$ cat src/rtl/atx_pkg.sv
package atx_pkg;

    localparam int SAMPLE_W   = 24;
    localparam int SLOT_BITS  = 32;
    localparam int SLOT_IDX_W = $clog2(SLOT_BITS);
    localparam int MAX_SLOTS  = 8;
    localparam int SLOT_CNT_W = $clog2(MAX_SLOTS);
    localparam int POS_W      = $clog2(SLOT_BITS * MAX_SLOTS);

    typedef enum logic [2:0] {
        FMT_MONO     = 3'd0,
        FMT_MONO_DLY = 3'd1,
        FMT_PCM      = 3'd2,
        FMT_I2S      = 3'd3,
        FMT_TDM      = 3'd4,
        FMT_TDM_DLY  = 3'd5
    } fmt_e;

    typedef struct packed {
        fmt_e                  code;
        logic [SLOT_CNT_W-1:0] slots_m1;
    } fmt_cfg_t;

    // formats whose first data bit lags the frame start by one bit
    function automatic logic is_delayed(input fmt_e c);
        return (c == FMT_MONO_DLY) || (c == FMT_I2S) || (c == FMT_TDM_DLY);
    endfunction

    // formats with a 50 % duty frame sync (one half per channel)
    function automatic logic is_square(input fmt_e c);
        return (c == FMT_PCM) || (c == FMT_I2S);
    endfunction

    // index of the last bit position in a frame
    function automatic logic [POS_W-1:0] last_pos(input fmt_cfg_t f);
        case (f.code)
            FMT_PCM, FMT_I2S:     return POS_W'(2 * SLOT_BITS - 1);
            FMT_TDM, FMT_TDM_DLY: return {f.slots_m1, {SLOT_IDX_W{1'b1}}};
            default:              return POS_W'(SLOT_BITS - 1);
        endcase
    endfunction

endpackage

$ cat src/rtl/atx_clkgen.sv
module atx_clkgen #(
    parameter int DIV_W = 8
) (
    input  logic             clk,
    input  logic             rst,
    input  logic             master_mode,
    input  logic             clk_en,
    input  logic [DIV_W-1:0] div_half,
    input  logic             sck_in,
    input  logic             lr_in,
    input  logic             inv_s_bck,
    input  logic             inv_s_lr,
    output logic             tick,
    output logic             bck,
    output logic             lr_ext,
    output logic             run
);
    logic [DIV_W-1:0] hcnt;
    logic [DIV_W-1:0] limit;
    logic             bck_q;
    logic             m_run;
    logic             wrap;
    logic [2:0]       sck_sync;
    logic [1:0]       lr_sync;

    assign limit = (div_half == '0) ? '0 : div_half - 1'b1;
    assign m_run = master_mode & clk_en;
    assign wrap  = (hcnt >= limit);

    // master divider: one toggle of the bit clock every div_half cycles
    always_ff @(posedge clk) begin
        if (rst || !m_run) begin
            hcnt  <= '0;
            bck_q <= 1'b0;
        end else if (wrap) begin
            hcnt  <= '0;
            bck_q <= ~bck_q;
        end else begin
            hcnt  <= hcnt + 1'b1;
        end
    end

    // slave inputs: normalise polarity, then synchronise
    always_ff @(posedge clk) begin
        if (rst) begin
            sck_sync <= '0;
            lr_sync  <= '0;
        end else begin
            sck_sync <= {sck_sync[1:0], sck_in ^ inv_s_bck};
            lr_sync  <= {lr_sync[0], lr_in ^ inv_s_lr};
        end
    end

    assign tick   = master_mode ? (m_run & wrap & bck_q)
                                : (sck_sync[2] & ~sck_sync[1]);
    assign bck    = bck_q;
    assign lr_ext = lr_sync[1];
    assign run    = master_mode ? clk_en : 1'b1;

endmodule

$ cat src/rtl/atx_framer.sv
module atx_framer
    import atx_pkg::*;
(
    input  logic     clk,
    input  logic     rst,
    input  logic     run,
    input  logic     tick,
    input  fmt_cfg_t cfg,
    input  logic     master_mode,
    input  logic     lr_ext,
    output logic     shift,
    output logic     slot_load,
    output logic     lr_q
);
    logic             started;
    logic             started_nxt;
    logic             lr_last;
    logic             sq;
    logic             ext_start;
    logic [POS_W-1:0] pos;
    logic [POS_W-1:0] last;
    logic [POS_W-1:0] pos_inc;
    logic [POS_W-1:0] pos_nxt;

    assign last      = last_pos(cfg);
    assign sq        = is_square(cfg.code);
    assign pos_inc   = (pos >= last) ? '0 : pos + 1'b1;
    assign ext_start = sq ? (lr_last & ~lr_ext) : (~lr_last & lr_ext);

    always_comb begin
        if (master_mode) begin
            started_nxt = 1'b1;
            pos_nxt     = started ? pos_inc : '0;
        end else begin
            started_nxt = started | ext_start;
            pos_nxt     = ext_start ? '0 : pos_inc;
        end
    end

    assign shift     = tick & started_nxt;
    assign slot_load = shift & (pos_nxt[SLOT_IDX_W-1:0] == '0);

    always_ff @(posedge clk) begin
        if (rst || !run) begin
            started <= 1'b0;
            pos     <= '0;
            lr_last <= 1'b0;
            lr_q    <= 1'b0;
        end else if (tick) begin
            started <= started_nxt;
            pos     <= pos_nxt;
            lr_last <= lr_ext;
            lr_q    <= started_nxt & (sq ? (pos_nxt >= POS_W'(SLOT_BITS))
                                         : (pos_nxt == '0));
        end
    end

endmodule

$ cat src/rtl/atx_shifter.sv
module atx_shifter
    import atx_pkg::*;
(
    input  logic                clk,
    input  logic                rst,
    input  logic                run,
    input  logic                shift,
    input  logic                load,
    input  logic                delayed,
    input  logic [SAMPLE_W-1:0] s_data,
    input  logic                s_valid,
    output logic                s_ready,
    output logic                sd,
    output logic                underrun
);
    logic [SAMPLE_W-1:0] shreg;
    logic [SAMPLE_W-1:0] src;
    logic                sd_q;
    logic                sd_d;
    logic                ur_q;

    assign s_ready = load;

    always_comb begin
        if (load) src = s_valid ? s_data : '0;
        else      src = shreg;
    end

    always_ff @(posedge clk) begin
        if (rst || !run) begin
            shreg <= '0;
            sd_q  <= 1'b0;
            sd_d  <= 1'b0;
        end else if (shift) begin
            shreg <= src << 1;
            sd_q  <= src[SAMPLE_W-1];
            sd_d  <= sd_q;
        end
    end

    always_ff @(posedge clk) begin
        if (rst)                   ur_q <= 1'b0;
        else if (load && !s_valid) ur_q <= 1'b1;
    end

    assign sd       = delayed ? sd_d : sd_q;
    assign underrun = ur_q;

endmodule

$ cat src/rtl/audio_ser_tx.sv
module audio_ser_tx
    import atx_pkg::*;
#(
    parameter int DIV_W = 8
) (
    input  logic                  clk,
    input  logic                  rst,
    input  logic [2:0]            fmt_code,
    input  logic [SLOT_CNT_W-1:0] tdm_slots_m1,
    input  logic                  master_mode,
    input  logic                  clk_en,
    input  logic [DIV_W-1:0]      div_half,
    input  logic                  inv_m_bck,
    input  logic                  inv_m_lr,
    input  logic                  inv_s_bck,
    input  logic                  inv_s_lr,
    input  logic                  sck_in,
    input  logic                  lr_in,
    input  logic [SAMPLE_W-1:0]   s_data,
    input  logic                  s_valid,
    output logic                  s_ready,
    output logic                  sck_out,
    output logic                  lr_out,
    output logic                  sd_out,
    output logic                  underrun
);
    fmt_cfg_t cfg;
    logic     tick;
    logic     bck;
    logic     lr_ext;
    logic     run;
    logic     shift;
    logic     slot_load;
    logic     lr_q;

    assign cfg.code     = fmt_e'(fmt_code);
    assign cfg.slots_m1 = tdm_slots_m1;

    atx_clkgen #(.DIV_W(DIV_W)) u_clkgen (
        .clk        (clk),
        .rst        (rst),
        .master_mode(master_mode),
        .clk_en     (clk_en),
        .div_half   (div_half),
        .sck_in     (sck_in),
        .lr_in      (lr_in),
        .inv_s_bck  (inv_s_bck),
        .inv_s_lr   (inv_s_lr),
        .tick       (tick),
        .bck        (bck),
        .lr_ext     (lr_ext),
        .run        (run)
    );

    atx_framer u_framer (
        .clk        (clk),
        .rst        (rst),
        .run        (run),
        .tick       (tick),
        .cfg        (cfg),
        .master_mode(master_mode),
        .lr_ext     (lr_ext),
        .shift      (shift),
        .slot_load  (slot_load),
        .lr_q       (lr_q)
    );

    atx_shifter u_shifter (
        .clk     (clk),
        .rst     (rst),
        .run     (run),
        .shift   (shift),
        .load    (slot_load),
        .delayed (is_delayed(cfg.code)),
        .s_data  (s_data),
        .s_valid (s_valid),
        .s_ready (s_ready),
        .sd      (sd_out),
        .underrun(underrun)
    );

    assign sck_out = master_mode ? (bck ^ inv_m_bck) : 1'b0;
    assign lr_out  = master_mode ? (lr_q ^ inv_m_lr) : 1'b0;

endmodule

$ cat config.mk
export PLATFORM = sky130hd
export DESIGN_NAME = audio_ser_tx
export DESIGN_NICKNAME = d
export VERILOG_FILES = /design/src/rtl/atx_pkg.sv /design/src/rtl/atx_clkgen.sv /design/src/rtl/atx_framer.sv /design/src/rtl/atx_shifter.sv /design/src/rtl/audio_ser_tx.sv
export SDC_FILE = /design/constraint.sdc
export NUM_CORES = 1
export LEC_CHECK = 0
export BUFFER_PORTS_ARGS = -buffer_cell sky130_fd_sc_hd__buf_4
export CAP_MARGIN = 25
export CELL_PAD_IN_SITES_DETAIL_PLACEMENT = 1
export CELL_PAD_IN_SITES_GLOBAL_PLACEMENT = 1
export CORE_MARGIN = 3
export CORE_UTILIZATION = 38
export CTS_CLUSTER_DIAMETER = 80
export DETAILED_ROUTE_END_ITERATION = 7
export MAX_ROUTING_LAYER = met4
export PLACE_DENSITY = 0.76
export SYNTH_ARGS = -nofsm -noshare
export SYNTH_HDL_FRONTEND = slang
export SYNTH_SLANG_ARGS = --single-unit
$ cat constraint.sdc
create_clock -name clk -period 3.1 [get_ports clk]
set_input_delay 0.155 -clock clk [delete_from_list [all_inputs] [get_ports clk]]
set_output_delay 0.155 -clock clk [all_outputs]
set_load 0.05 [all_outputs]
==> results.yml <==
clocking:
  cts_max_path_buffers: 2
  cts_hold_buffers: 0
  postCtsSetupRepairBufs: 0
  clkTransAtPathRegs_ps: 90
  cts_root_buf: "clkbuf_8"
  cts_tree: "done"
  cts_sinks: 51
  cts.htree.levels: 2
  clk_latency_ps: 310
  cts-buffers-inserted: 5
sta:
  period_share_pct: 96.4
  drv_slew: 0
  finalHoldViolCount: 0
  worst_pin_slew_ps: 459
  slew_headroom_pct: 69.1
  setup_violations: 0
  clock_skew_ps: 19.2
  rsz0062_at_grt: "false"
  tns_ps: 0
  hold_ws_ps: 69.3
  layout_min_cycle_time_ps: 2990
  fmax_mhz: 335
setup_path:
  crit_path_top_delay_cell: "or4_1"
  max_stage_delay_ps: 560
  required_ps: 2940
  critical_path_buf_inv_count: 3
  path_class: "input pin to output port"
  cp-end-kind: "output port"
  cp.arrival_ps: 2830
  crit_family: "simple AND/OR/NAND/NOR gates"
  critical_path.cell_chain: "buf_4 -> or4_1 -> or4_4 -> and2_1 -> ha_1 -> nand2b_1 -> a2111o_1 -> nand3_2 -> and2_4 -> buf_4 -> nor3_4 -> buf_6"
  startpoint_type: "input pin"
  cp_max_fo: 3
  cpMostUsedCell: "buf_4"
route:
  post_drt_wl_per_cell_um: 14.3
  via_per_inst: 5.18
  num_vias: 2665
  antenna_left: 0
  finalWirelength_um: 7340
  dr.first_iter.drc_count: 46
  drc: 0
  dr.pass1.iters: 5
floorplanning:
  initial_core_util_pct: 39.4
  core_region_area_um2: 7810
  die_w_um: 96
  rows: 32
  die_area_um2: 9220
  die_h_um: 96
  io_pins: 54
logic_synthesis:
  synthFlopType: "dfxtp_1"
  async_flop_share_pct: 0
  synth_seq_area_share_pct: 33.2
  syn_nets: 417
  yosys_register_bits: 51
  yosysUniqueCellTypes: 49
  synth_edf_count: 0
  synthCells: 352
  syn_avg_cell_area_um2: 8.74
  synth_area_um2: 3080
  ys_warn_count: 0
power_and_ir_drop:
  finalPower_mw: 1.30
  power_density_nw_per_um2: 339
  p_leak_nw: 1.55
  vdd_drop_max_mv: 0.174
cells_and_area:
  drive_above_1_share_pct: 25.7
  layout_common_cells: "65 x buf_4, 51 x dfxtp_1, 45 x nor2_1"
  antenna_cells: 0
  fin_nets: 476
  seq_area_um2: 1020
  final_common_cell: "buf_4"
  multi_input_area_um2: 1960
  post-route-cell-area_um2: 3840
  nFillCells: 932
  area_growth_pct: 24.8
grt:
  antenna_found_initial: 0
  grtUsageTotal_pct: 17.4
  grt_pass1_vias: 2707
  grt_max_degree: 37
  grt-ovfl-total: 0
  grt_pass1_wl_um: 12500
placed_design:
  dpl.hpwl_um: 5590
  place_congestion: 0.765
  port_buffers: 53
  placedInstanceArea_um2: 3720
run_status:
  status: "finished, final reports clean"
flow_run:
  max_cap_viol_count: 0
worst_hold_path:
  hold_class: "input pin to flop"
## path summary, 6_finish.rpt
kind	start	endpoint	slack [ps]	depth (start not counted)
max reg2reg	u_framer.pos[6]	u_shifter.shreg[18]	840	8
min reg2reg	u_clkgen.sck_sync[0]	u_clkgen.sck_sync[1]	440	1
max	div_half[5]	s_ready	110	12
min	rst	u_clkgen.sck_sync[1]	70	2
## cell usage after synthesis, types with 8 or more instances
library cell | number | area share [%]
nor2_1 | 45 | 5.5
nand2_1 | 15 | 1.8
mux2i_1 | 25 | 8.1
ha_1 | 16 | 6.5
inv_1 | 9 | 1.1
xor2_1 | 9 | 2.6
a211oi_2 | 11 | 4.5
a211oi_1 | 14 | 3.4
dfxtp_1 | 51 | 33
and2_1 | 27 | 5.5
a21oi_1 | 18 | 2.9
nand3_1 | 13 | 2.1
clkbuf_1 | 8 | 0.98
## kinds of logic after synthesis
group,Yosys count,share of synthesized area (%)
adders and majority gates,16,6.50
and+or+nand+nor,146,25.0
AOI/OAI and AO/OA,67,16.8
xor gates and xnor gates,16,4.55
DFF,51,33.2
buffers and inverters,28,4.80
muxes,28,9.23
## power by group
part           leakage [nW]  total (mW)  internal [mW]  switching, mW
Clock                0.0474       0.419          0.183          0.236
Sequential            0.412       0.667          0.663        0.00417
Combinational          1.09       0.217          0.110          0.107
## state kept, by name, indices dropped and copies added (netlist names)
register,flops
u_framer.lr_last,1
u_shifter.shreg,23
u_shifter.sd_d,1
u_shifter.underrun,1
u_clkgen.hcnt,8
u_clkgen.lr_sync,2
u_shifter.sd_q,1
u_clkgen.bck,1
u_clkgen.sck_sync,3
u_framer.pos,8
u_framer.started,1
u_framer.lr_q,1
## per-layer routing
metal / global-route usage (%) / vias to the layer above / share of wire (%)
li1: - / 1359 / -
met1: 21.9 / 1262 / 47
met2: 29.2 / 34 / 49
met3: 2.50 / 10 / 2.7
met4: 4.50 / 0 / 1.2
met5: - / - / 0
## layout make-up
| cell class | count | share of cell area (%) |
|---|---|---|
| Clock buffer | 6 | 2.15 |
| Clock inverter | 2 | 0.423 |
| Inverter | 9 | 0.879 |
| Multi-Input combinational cell | 273 | 51.0 |
| Sequential cell | 51 | 26.6 |
| Tap cell | 102 | 3.32 |
| Timing Repair Buffer | 71 | 15.6 |
## through the flow
stage                     worst slack, ps  std cells  util, %
after floorplan                      90.4        352        -
after global placement               1.96        506     47.6
after detailed placement            -67.2        506     47.6
after CTS                            32.1        514     48.9
after global routing                 13.5        514     49.2
final                                 113        514     49.2
## timing repair
item / CTS / global route
cloned: 0 / 0
setup endpoints to repair: 1 / 1
endpoints found under the hold margin: 0 / 0
resized for setup: 1 / 5
pin swaps: 0 / 1
No activity file was read; power rests on OpenSTA's default activity.
